--- src/rtl/cpx_ldst_pkg.sv ---
package cpx_ldst_pkg;
  localparam int unsigned WORD_W     = 32;
  localparam int unsigned REG_COUNT  = 16;
  localparam int unsigned IDX_LSB    = 12;
  localparam int unsigned WIDE_BIT   = 22;
  localparam int unsigned IDX_W      = $clog2(REG_COUNT);
  localparam int unsigned REG_W      = 2 * WORD_W;

  typedef enum logic [1:0] {
    RESP_NONE = 2'b00,
    RESP_INC  = 2'b01,
    RESP_DONE = 2'b10
  } resp_e;
endpackage

--- src/rtl/cpx_beat_ctrl.sv ---
module cpx_beat_ctrl
  import cpx_ldst_pkg::*;
(
  input  logic clk,
  input  logic rst_n,
  input  logic phase_req,
  input  logic phase_data,
  input  logic wide,
  output logic second_beat,
  output logic rsp_inc,
  output logic rsp_done
);

  logic  second_q;
  logic  second_d;
  logic  cnt_en;
  resp_e resp;

  // next-state and response
  always_comb begin
    cnt_en   = phase_req;
    second_d = 1'b0;
    resp     = RESP_NONE;
    if (phase_req) begin
      if (!phase_data) begin
        second_d = 1'b0;
        resp     = RESP_DONE;
      end else if (wide && !second_q) begin
        second_d = 1'b1;
        resp     = RESP_INC;
      end else begin
        second_d = 1'b0;
        resp     = RESP_DONE;
      end
    end
  end

  always_ff @(posedge clk or negedge rst_n) begin
    if (!rst_n) begin
      second_q <= 1'b0;
    end else if (cnt_en) begin
      second_q <= second_d;
    end
  end

  assign second_beat = second_q;
  assign rsp_inc     = (resp == RESP_INC);
  assign rsp_done    = (resp == RESP_DONE);

  AST_RESP_EXCL: assert property (@(posedge clk) disable iff (!rst_n)
    !(rsp_inc && rsp_done));
  AST_INC_ARMS_SECOND: assert property (@(posedge clk) disable iff (!rst_n)
    rsp_inc |=> second_q);
  AST_NONDATA_DONE: assert property (@(posedge clk) disable iff (!rst_n)
    (phase_req && !phase_data) |-> (rsp_done && !rsp_inc));
  AST_NONDATA_CLEARS: assert property (@(posedge clk) disable iff (!rst_n)
    (phase_req && !phase_data) |=> !second_q);
  AST_IDLE_QUIET: assert property (@(posedge clk) disable iff (!rst_n)
    !phase_req |-> (!rsp_inc && !rsp_done));

endmodule

--- src/rtl/cpx_half_sel.sv ---
module cpx_half_sel
  import cpx_ldst_pkg::*;
(
  input  logic              clk,
  input  logic              rst_n,
  input  logic              phase_req,
  input  logic              phase_data,
  input  logic              xfer_store,
  input  logic              int_mode,
  input  logic              wide,
  input  logic              big_endian,
  input  logic              second_beat,
  input  logic [WORD_W-1:0] ld_word,
  input  logic [REG_W-1:0]  rd_reg,
  output logic              wr_lo_en,
  output logic              wr_hi_en,
  output logic [WORD_W-1:0] wr_lo_data,
  output logic [WORD_W-1:0] wr_hi_data,
  output logic [WORD_W-1:0] st_word
);

  logic data_beat;
  logic sel_hi;

  always_comb begin
    data_beat  = phase_req && phase_data;
    // wide: first beat goes high when big-endian, second beat flips it
    sel_hi     = wide ? (big_endian ^ second_beat) : !int_mode;
    wr_lo_en   = 1'b0;
    wr_hi_en   = 1'b0;
    wr_lo_data = ld_word;
    wr_hi_data = ld_word;
    st_word    = '0;
    if (data_beat) begin
      if (xfer_store) begin
        st_word = sel_hi ? rd_reg[REG_W-1:WORD_W] : rd_reg[WORD_W-1:0];
      end else if (!wide && int_mode) begin
        wr_lo_en   = 1'b1;
        wr_hi_en   = 1'b1;
        wr_hi_data = {WORD_W{ld_word[WORD_W-1]}};
      end else begin
        wr_lo_en = !sel_hi;
        wr_hi_en = sel_hi;
      end
    end
  end

  AST_WIDE_ONE_HALF: assert property (@(posedge clk) disable iff (!rst_n)
    (phase_req && phase_data && wide) |-> $countones({wr_lo_en, wr_hi_en}) <= 1);
  AST_STORE_ZERO_ELSE: assert property (@(posedge clk) disable iff (!rst_n)
    !(phase_req && phase_data && xfer_store) |-> (st_word == '0));

endmodule

--- src/rtl/cpx_regfile.sv ---
module cpx_regfile
  import cpx_ldst_pkg::*;
(
  input  logic              clk,
  input  logic              rst_n,
  input  logic [IDX_W-1:0]  idx,
  input  logic              wr_lo_en,
  input  logic              wr_hi_en,
  input  logic [WORD_W-1:0] wr_lo_data,
  input  logic [WORD_W-1:0] wr_hi_data,
  output logic [REG_W-1:0]  rd_reg
);

  logic [REG_W-1:0] reg_q [REG_COUNT];

  for (genvar g = 0; g < REG_COUNT; g++) begin : g_reg
    logic             hit;
    logic             lo_en;
    logic             hi_en;
    logic [REG_W-1:0] reg_d;

    always_comb begin
      hit   = (idx == IDX_W'(g));
      lo_en = hit && wr_lo_en;
      hi_en = hit && wr_hi_en;
      reg_d = reg_q[g];
      if (lo_en) reg_d[WORD_W-1:0]     = wr_lo_data;
      if (hi_en) reg_d[REG_W-1:WORD_W] = wr_hi_data;
    end

    always_ff @(posedge clk or negedge rst_n) begin
      if (!rst_n) begin
        reg_q[g] <= '0;
      end else if (lo_en || hi_en) begin
        reg_q[g] <= reg_d;
      end
    end
  end

  assign rd_reg = reg_q[idx];

  AST_SEXT_FILL: assert property (@(posedge clk) disable iff (!rst_n)
    (wr_lo_en && wr_hi_en) |-> (wr_hi_data == {WORD_W{wr_lo_data[WORD_W-1]}}));
  AST_LO_WRITE_LANDS: assert property (@(posedge clk) disable iff (!rst_n)
    wr_lo_en |=> (reg_q[$past(idx)][WORD_W-1:0] == $past(wr_lo_data)));

endmodule

--- src/rtl/cpx_ldst_seq.sv ---
module cpx_ldst_seq
  import cpx_ldst_pkg::*;
(
  input  logic              clk,
  input  logic              rst_n,
  input  logic [31:0]       xfer_instr,
  input  logic              phase_req,
  input  logic              phase_data,
  input  logic              xfer_store,
  input  logic              int_mode,
  input  logic              big_endian,
  input  logic [WORD_W-1:0] ld_word,
  output logic [WORD_W-1:0] st_word,
  output logic              rsp_inc,
  output logic              rsp_done
);

  logic              wide;
  logic [IDX_W-1:0]  idx;
  logic              second_beat;
  logic              wr_lo_en;
  logic              wr_hi_en;
  logic [WORD_W-1:0] wr_lo_data;
  logic [WORD_W-1:0] wr_hi_data;
  logic [REG_W-1:0]  rd_reg;
  logic              instr_unused;

  assign wide         = xfer_instr[WIDE_BIT];
  assign idx          = xfer_instr[IDX_LSB +: IDX_W];
  assign instr_unused = ^xfer_instr;

  cpx_beat_ctrl i_beat (
    .clk         (clk),
    .rst_n       (rst_n),
    .phase_req   (phase_req),
    .phase_data  (phase_data),
    .wide        (wide),
    .second_beat (second_beat),
    .rsp_inc     (rsp_inc),
    .rsp_done    (rsp_done)
  );

  cpx_half_sel i_sel (
    .clk         (clk),
    .rst_n       (rst_n),
    .phase_req   (phase_req),
    .phase_data  (phase_data),
    .xfer_store  (xfer_store),
    .int_mode    (int_mode),
    .wide        (wide),
    .big_endian  (big_endian),
    .second_beat (second_beat),
    .ld_word     (ld_word),
    .rd_reg      (rd_reg),
    .wr_lo_en    (wr_lo_en),
    .wr_hi_en    (wr_hi_en),
    .wr_lo_data  (wr_lo_data),
    .wr_hi_data  (wr_hi_data),
    .st_word     (st_word)
  );

  cpx_regfile i_rf (
    .clk        (clk),
    .rst_n      (rst_n),
    .idx        (idx),
    .wr_lo_en   (wr_lo_en),
    .wr_hi_en   (wr_hi_en),
    .wr_lo_data (wr_lo_data),
    .wr_hi_data (wr_hi_data),
    .rd_reg     (rd_reg)
  );

  AST_IDLE_NO_WRITE: assert property (@(posedge clk) disable iff (!rst_n)
    !(phase_req && phase_data) |-> (!wr_lo_en && !wr_hi_en));
  AST_STORE_NO_WRITE: assert property (@(posedge clk) disable iff (!rst_n)
    xfer_store |-> (!wr_lo_en && !wr_hi_en));

endmodule

--- config.mk ---
export PLATFORM = sky130hd
export DESIGN_NAME = cpx_ldst_seq
export DESIGN_NICKNAME = d
export VERILOG_FILES = /design/src/rtl/cpx_ldst_pkg.sv /design/src/rtl/cpx_beat_ctrl.sv /design/src/rtl/cpx_half_sel.sv /design/src/rtl/cpx_regfile.sv /design/src/rtl/cpx_ldst_seq.sv
export SDC_FILE = /design/constraint.sdc
export NUM_CORES = 2
export LEC_CHECK = 0
export BUFFER_PORTS_ARGS = -buffer_cell sky130_fd_sc_hd__clkbuf_2
export CAP_MARGIN = 5
export CORE_ASPECT_RATIO = 1.25
export CORE_MARGIN = 2
export CORE_UTILIZATION = 35
export DETAILED_ROUTE_END_ITERATION = 6
export PLACE_DENSITY = 0.61
export REMOVE_ABC_BUFFERS = 1
export SLEW_MARGIN = 20
export SYNTH_ARGS = -nofsm -noshare
export SYNTH_HDL_FRONTEND = slang
export SYNTH_HIERARCHICAL = 1
export SYNTH_SLANG_ARGS = --single-unit
export TNS_END_PERCENT = 100
--- constraint.sdc ---
create_clock -name clk -period 7.9 [get_ports clk]
set_clock_uncertainty 0.2 [all_clocks]
set_input_delay 1.58 -clock clk [delete_from_list [all_inputs] [get_ports clk]]
set_output_delay 1.58 -clock clk [all_outputs]
set_load 0.01 [all_outputs]
==> impl_results.html <==
<table>
<tr><th>Metric</th><th>Value</th></tr>
<tr><th colspan="2">Flow run</th></tr>
<tr><td>Count of max-cap constraint violations</td><td>0</td></tr>
<tr><th colspan="2">Critical path</th></tr>
<tr><td>Signal arrival time at the worst endpoint</td><td>roughly 4.2 ns</td></tr>
<tr><td>Worst Path Max Fanout</td><td>57</td></tr>
<tr><td>Type of element capturing the critical path</td><td>output port</td></tr>
<tr><td>Data required time at the worst endpoint</td><td>around 6.1 ns</td></tr>
<tr><td>Type of element launching the critical path</td><td>primary input</td></tr>
<tr><td>Start-to-end type of the worst setup path</td><td>primary input to output port</td></tr>
<tr><th colspan="2">Pwr</th></tr>
<tr><td>Areal power density over the cells</td><td>roughly 240 nW/µm²</td></tr>
<tr><td>Sw Pwr</td><td>2.89 mW</td></tr>
<tr><td>Worst voltage drop across the vdd grid</td><td>roughly 0.00014 V</td></tr>
<tr><td>Switching share of power</td><td>23.5%</td></tr>
<tr><td>Final total power</td><td>approximately 12 mW</td></tr>
<tr><td>Share of total power in sequential cells</td><td>48.9%</td></tr>
<tr><td>Proportion of power drawn by combinational gates</td><td>about a tenth</td></tr>
<tr><td>Part of the total power dissipated in the clock network</td><td>approximately two fifths</td></tr>
<tr><td>Reported leakage power</td><td>roughly 24 nW</td></tr>
<tr><td>Cell internal pwr</td><td>between 9 and 10 mW</td></tr>
<tr><th colspan="2">Clocking</th></tr>
<tr><td>Clock tree root driver cell</td><td>clkbuf_16</td></tr>
<tr><td>Max Buffers Root-to-Sink</td><td>3</td></tr>
<tr><td>Total number of clock tree sinks</td><td>around 1k</td></tr>
<tr><td>TritonCTS clock tree</td><td>yes</td></tr>
<tr><td>Count of hold buffers inserted by post-cts repair</td><td>0</td></tr>
<tr><td>PostCTS Resize Cnt</td><td>0</td></tr>
<tr><td>Clock buffers created by TritonCTS</td><td>97</td></tr>
<tr><td>Clock latency on the worst-skew pair</td><td>a little under 0.7 ns</td></tr>
<tr><td>Clock edge transition at the registers on the reported setup and hold paths</td><td>0.06 ns</td></tr>
<tr><td>Maximum level of the CTS H-tree</td><td>3</td></tr>
<tr><td>Setup Buffers After CTS</td><td>0</td></tr>
<tr><th colspan="2">GRT</th></tr>
<tr><td>All-layer global routing usage</td><td>about 18%</td></tr>
<tr><td>First-pass GRT wire length</td><td>approximately 180 mm</td></tr>
<tr><td>Number of global-route vias before repair</td><td>roughly 28k</td></tr>
<tr><td>Pin count of the biggest net entering global routing</td><td>between 150 and 200</td></tr>
<tr><td>Final global-route overflow total</td><td>0</td></tr>
<tr><td>Number of antenna violations at the first check in global routing</td><td>9</td></tr>
<tr><th colspan="2">Floorplan</th></tr>
<tr><td>Die boundary width</td><td>between 300 and 400 µm</td></tr>
<tr><td>Number of rows created at floorplan</td><td>150</td></tr>
<tr><td>Ports</td><td>105</td></tr>
<tr><td>Die outline area</td><td>~140,000 µm²</td></tr>
<tr><td>Vertical die dimension</td><td>between 400 and 500 µm</td></tr>
<tr><td>Starting density of the core</td><td>between 30% and 40%</td></tr>
<tr><td>Placeable Area</td><td>between 100,000 and 150,000 µm²</td></tr>
<tr><th colspan="2">Routing</th></tr>
<tr><td>Number of detailed-route iterations in the first pass</td><td>5</td></tr>
<tr><td>DR vias/cell</td><td>roughly 5.4</td></tr>
<tr><td>Routed via count</td><td>26.0k</td></tr>
<tr><td>Violation count after the first detailed-route iteration</td><td>~1.7k</td></tr>
<tr><td>Antenna Violating Nets Remaining</td><td>0</td></tr>
<tr><td>Wire per inst</td><td>between 20 and 25 µm</td></tr>
<tr><td>Final WL</td><td>about 120 mm</td></tr>
<tr><td>Post-route DRC</td><td>0</td></tr>
<tr><th colspan="2">STA</th></tr>
<tr><td>Max-slew violation total from the final report</td><td>0</td></tr>
<tr><td>Number of endpoints with negative hold slack in the final report</td><td>0</td></tr>
<tr><td>Hold WS</td><td>0.279 ns</td></tr>
<tr><td>Measured slew at the worst slew-check pin</td><td>~1.1 ns</td></tr>
<tr><td>Achievable frequency</td><td>about 170 MHz</td></tr>
<tr><td>Portion of the clock cycle consumed by the worst path in the final layout</td><td>75.8%</td></tr>
<tr><td>Relative slew slack</td><td>between 20 and 25%</td></tr>
<tr><td>Final setup vio count</td><td>0</td></tr>
<tr><td>Final critical-path required period</td><td>5.99 ns</td></tr>
<tr><td>RSZ-0062 raised after global routing</td><td>no</td></tr>
<tr><td>Summed negative setup slack over all endpoints</td><td>0 ns</td></tr>
<tr><th colspan="2">Synthesis</th></tr>
<tr><td>EDFF count, synth</td><td>0</td></tr>
<tr><td>Synthesized area divided by synthesized cell count</td><td>15.5 µm²</td></tr>
<tr><td>Distinct cell type count of the synthesized netlist</td><td>34</td></tr>
<tr><td>Most used flip-flop cell after synthesis</td><td>dfrtp_1</td></tr>
<tr><td>Count of mapped cells out of synthesis</td><td>3,023</td></tr>
<tr><td>Number of storage elements in the synthesis netlist</td><td>roughly 1k</td></tr>
<tr><td>Async S/R FF share, synth</td><td>100%</td></tr>
<tr><td>Top cells by area, synth</td><td>dfrtp_1, mux2_2, mux4_2</td></tr>
<tr><td>Area fraction of the dominant cell type after synthesis</td><td>between 50% and 60%</td></tr>
<tr><td>Most area-hungry cell type in the Yosys netlist</td><td>dfrtp_1</td></tr>
<tr><td>Mapped Area</td><td>about 47,000 µm²</td></tr>
<tr><td>Share of synthesized area occupied by flip-flops and latches</td><td>54.6%</td></tr>
<tr><td>Yosys synthesis warning count</td><td>6</td></tr>
<tr><th colspan="2">Final layout</th></tr>
<tr><td>Filler Cells Inserted</td><td>around 12k</td></tr>
<tr><td>Growth of design area from synthesis to finish</td><td>11.2%</td></tr>
<tr><td>Fraction of layout instances using a drive strength above 1</td><td>a little over half</td></tr>
<tr><td>Number of nets at the end of the flow</td><td>approximately 3.0k</td></tr>
<tr><th colspan="2">Outcome</th></tr>
<tr><td>Run status</td><td>finished, final reports clean</td></tr>
<tr><th colspan="2">Worst hold path</th></tr>
<tr><td>Path category of the worst min-delay check</td><td>flip-flop to flip-flop</td></tr>
<tr><th colspan="2">Place</th></tr>
<tr><td>Port buffer count</td><td>between 70 and 80</td></tr>
<tr><td>Final weighted congestion in routability-driven placement</td><td>roughly 0.71</td></tr>
<tr><td>Dpl hpwl</td><td>approximately 67 mm</td></tr>
</table>
==> metal layers <==
| metal | up-vias | GRT usage, % | wire, µm |
|---|---|---|---|
| met1 | 14304 | 23.0 | 51400 |
| met2 | 528 | 30.0 | 59900 |
| met5 | - | 0 | 63 |
| li1 | 11020 | - | - |
| met3 | 167 | 2.37 | 5280 |
| met4 | 12 | 5.72 | 2830 |
==> critical path, cell delays in order <==
cell	delay, ns
buf_8	0.56
buf_4	0.56
mux4_2	0.57
a22oi_1	0.20
nand2_1	0.07
nand2_1	0.14
mux2i_1	0.22
clkbuf_2	0.22
==> path summary, 6_finish.rpt <==
| kind | start | end | slack (ns) | depth (start not counted) |
|---|---|---|---|---|
| min in group asynchronous | rst_n | i_rf/reg_q[194]$_DFFE_PN0P_ | 0.72 | 1 |
| min | i_rf/reg_q[547]$_DFFE_PN0P_ | i_rf/reg_q[547]$_DFFE_PN0P_ | 0.28 | 1 |
| max | xfer_instr[12] | st_word[28] | 1.91 | 8 |
| min reg2reg | i_rf/reg_q[547]$_DFFE_PN0P_ | i_rf/reg_q[547]$_DFFE_PN0P_ | 0.28 | 1 |
| max in group asynchronous | rst_n | i_rf/reg_q[653]$_DFFE_PN0P_ | 4.99 | 3 |
| max reg2reg | i_beat/second_beat$_DFFE_PN0P_ | i_rf/reg_q[2]$_DFFE_PN0P_ | 3.44 | 8 |
==> layout make-up <==
type                       count  area (µm²)  share of cell area (%)
antenna                        1        2.50                 0.00479
clock buffer                 145        2900                    5.56
clock inverter                34         494                   0.946
inverter                       1        3.75                 0.00718
multi-input combinational   1692       19900                    38.1
sequential                  1025       25600                    49.1
tap                         1748        2190                    4.19
timing repair buffer         146        1080                    2.07
==> kinds of logic (layout without fill, tap and decap cells) <==
family / after synthesis / in the layout / share of synthesized area [%]
buf+inv: 306 / 326 / 3.52
other cells: 0 / 1 / 0
xor+xnor: 1 / 1 / 0.0186
mux: 1313 / 1313 / 37.5
compound gates: 162 / 162 / 2.42
simple gates: 216 / 216 / 1.96
flops: 1025 / 1025 / 54.6
==> layout by cell type, fill, tap and decap left out, types with 12 or more instances in the layout <==
cell,count
clkinv_2,17
clkbuf_1,24
buf_4,57
mux2_1,18
clkbuf_8,19
clkbuf_16,102
dfrtp_1,1025
mux2i_1,33
o21ai_0,31
bufinv_16,12
buf_12,12
nor2_4,25
mux4_2,256
mux2_2,1006
clkbuf_2,74
a22oi_1,128
nand2_1,160
==> sequential cells by signal, summed over array words and instances (netlist names) <==
signal,cells
i_rf/reg_q,1024
i_beat/second_beat,1
==> stage by stage <==
stage | utilization [%] | std cells | worst slack [ns] | instance area [µm²]
6_report | 39.2 | 4792 | 1.91 | 52300
5_1_grt | 39.2 | 4792 | 1.71 | 52300
4_1_cts | 39.2 | 4791 | 1.84 | 52200
3_5_place_dp | 36.6 | 4612 | 1.83 | 48900
3_3_place_gp | 36.6 | 4612 | 1.81 | 48900
2_1_floorplan | - | 2718 | 1.60 | 45300
==> synth_stat cells (all sizes together), types with 2 or more instances <==
library cell,instances
mux2,1024
nand2,161
nand3,9
mux4,256
nand2b,3
dfrtp,1025
nor2,28
a22oi,128
buf,199
nand3b,5
and4,2
mux2i,33
clkbuf,106
o21ai,31
nor2b,4
==> power groups by stage <==
stage	sequential [mW]	combinational (mW)	clock [mW]
2_1_floorplan	6.03	0.882	0
3_3_place_gp	6.09	1.30	0
3_5_place_dp	6.11	1.33	0
4_1_cts	6.02	1.33	5.11
5_1_grt	6.08	1.43	5.29
6_report	6.02	1.32	4.98
Power figures use the tool's default switching activity.
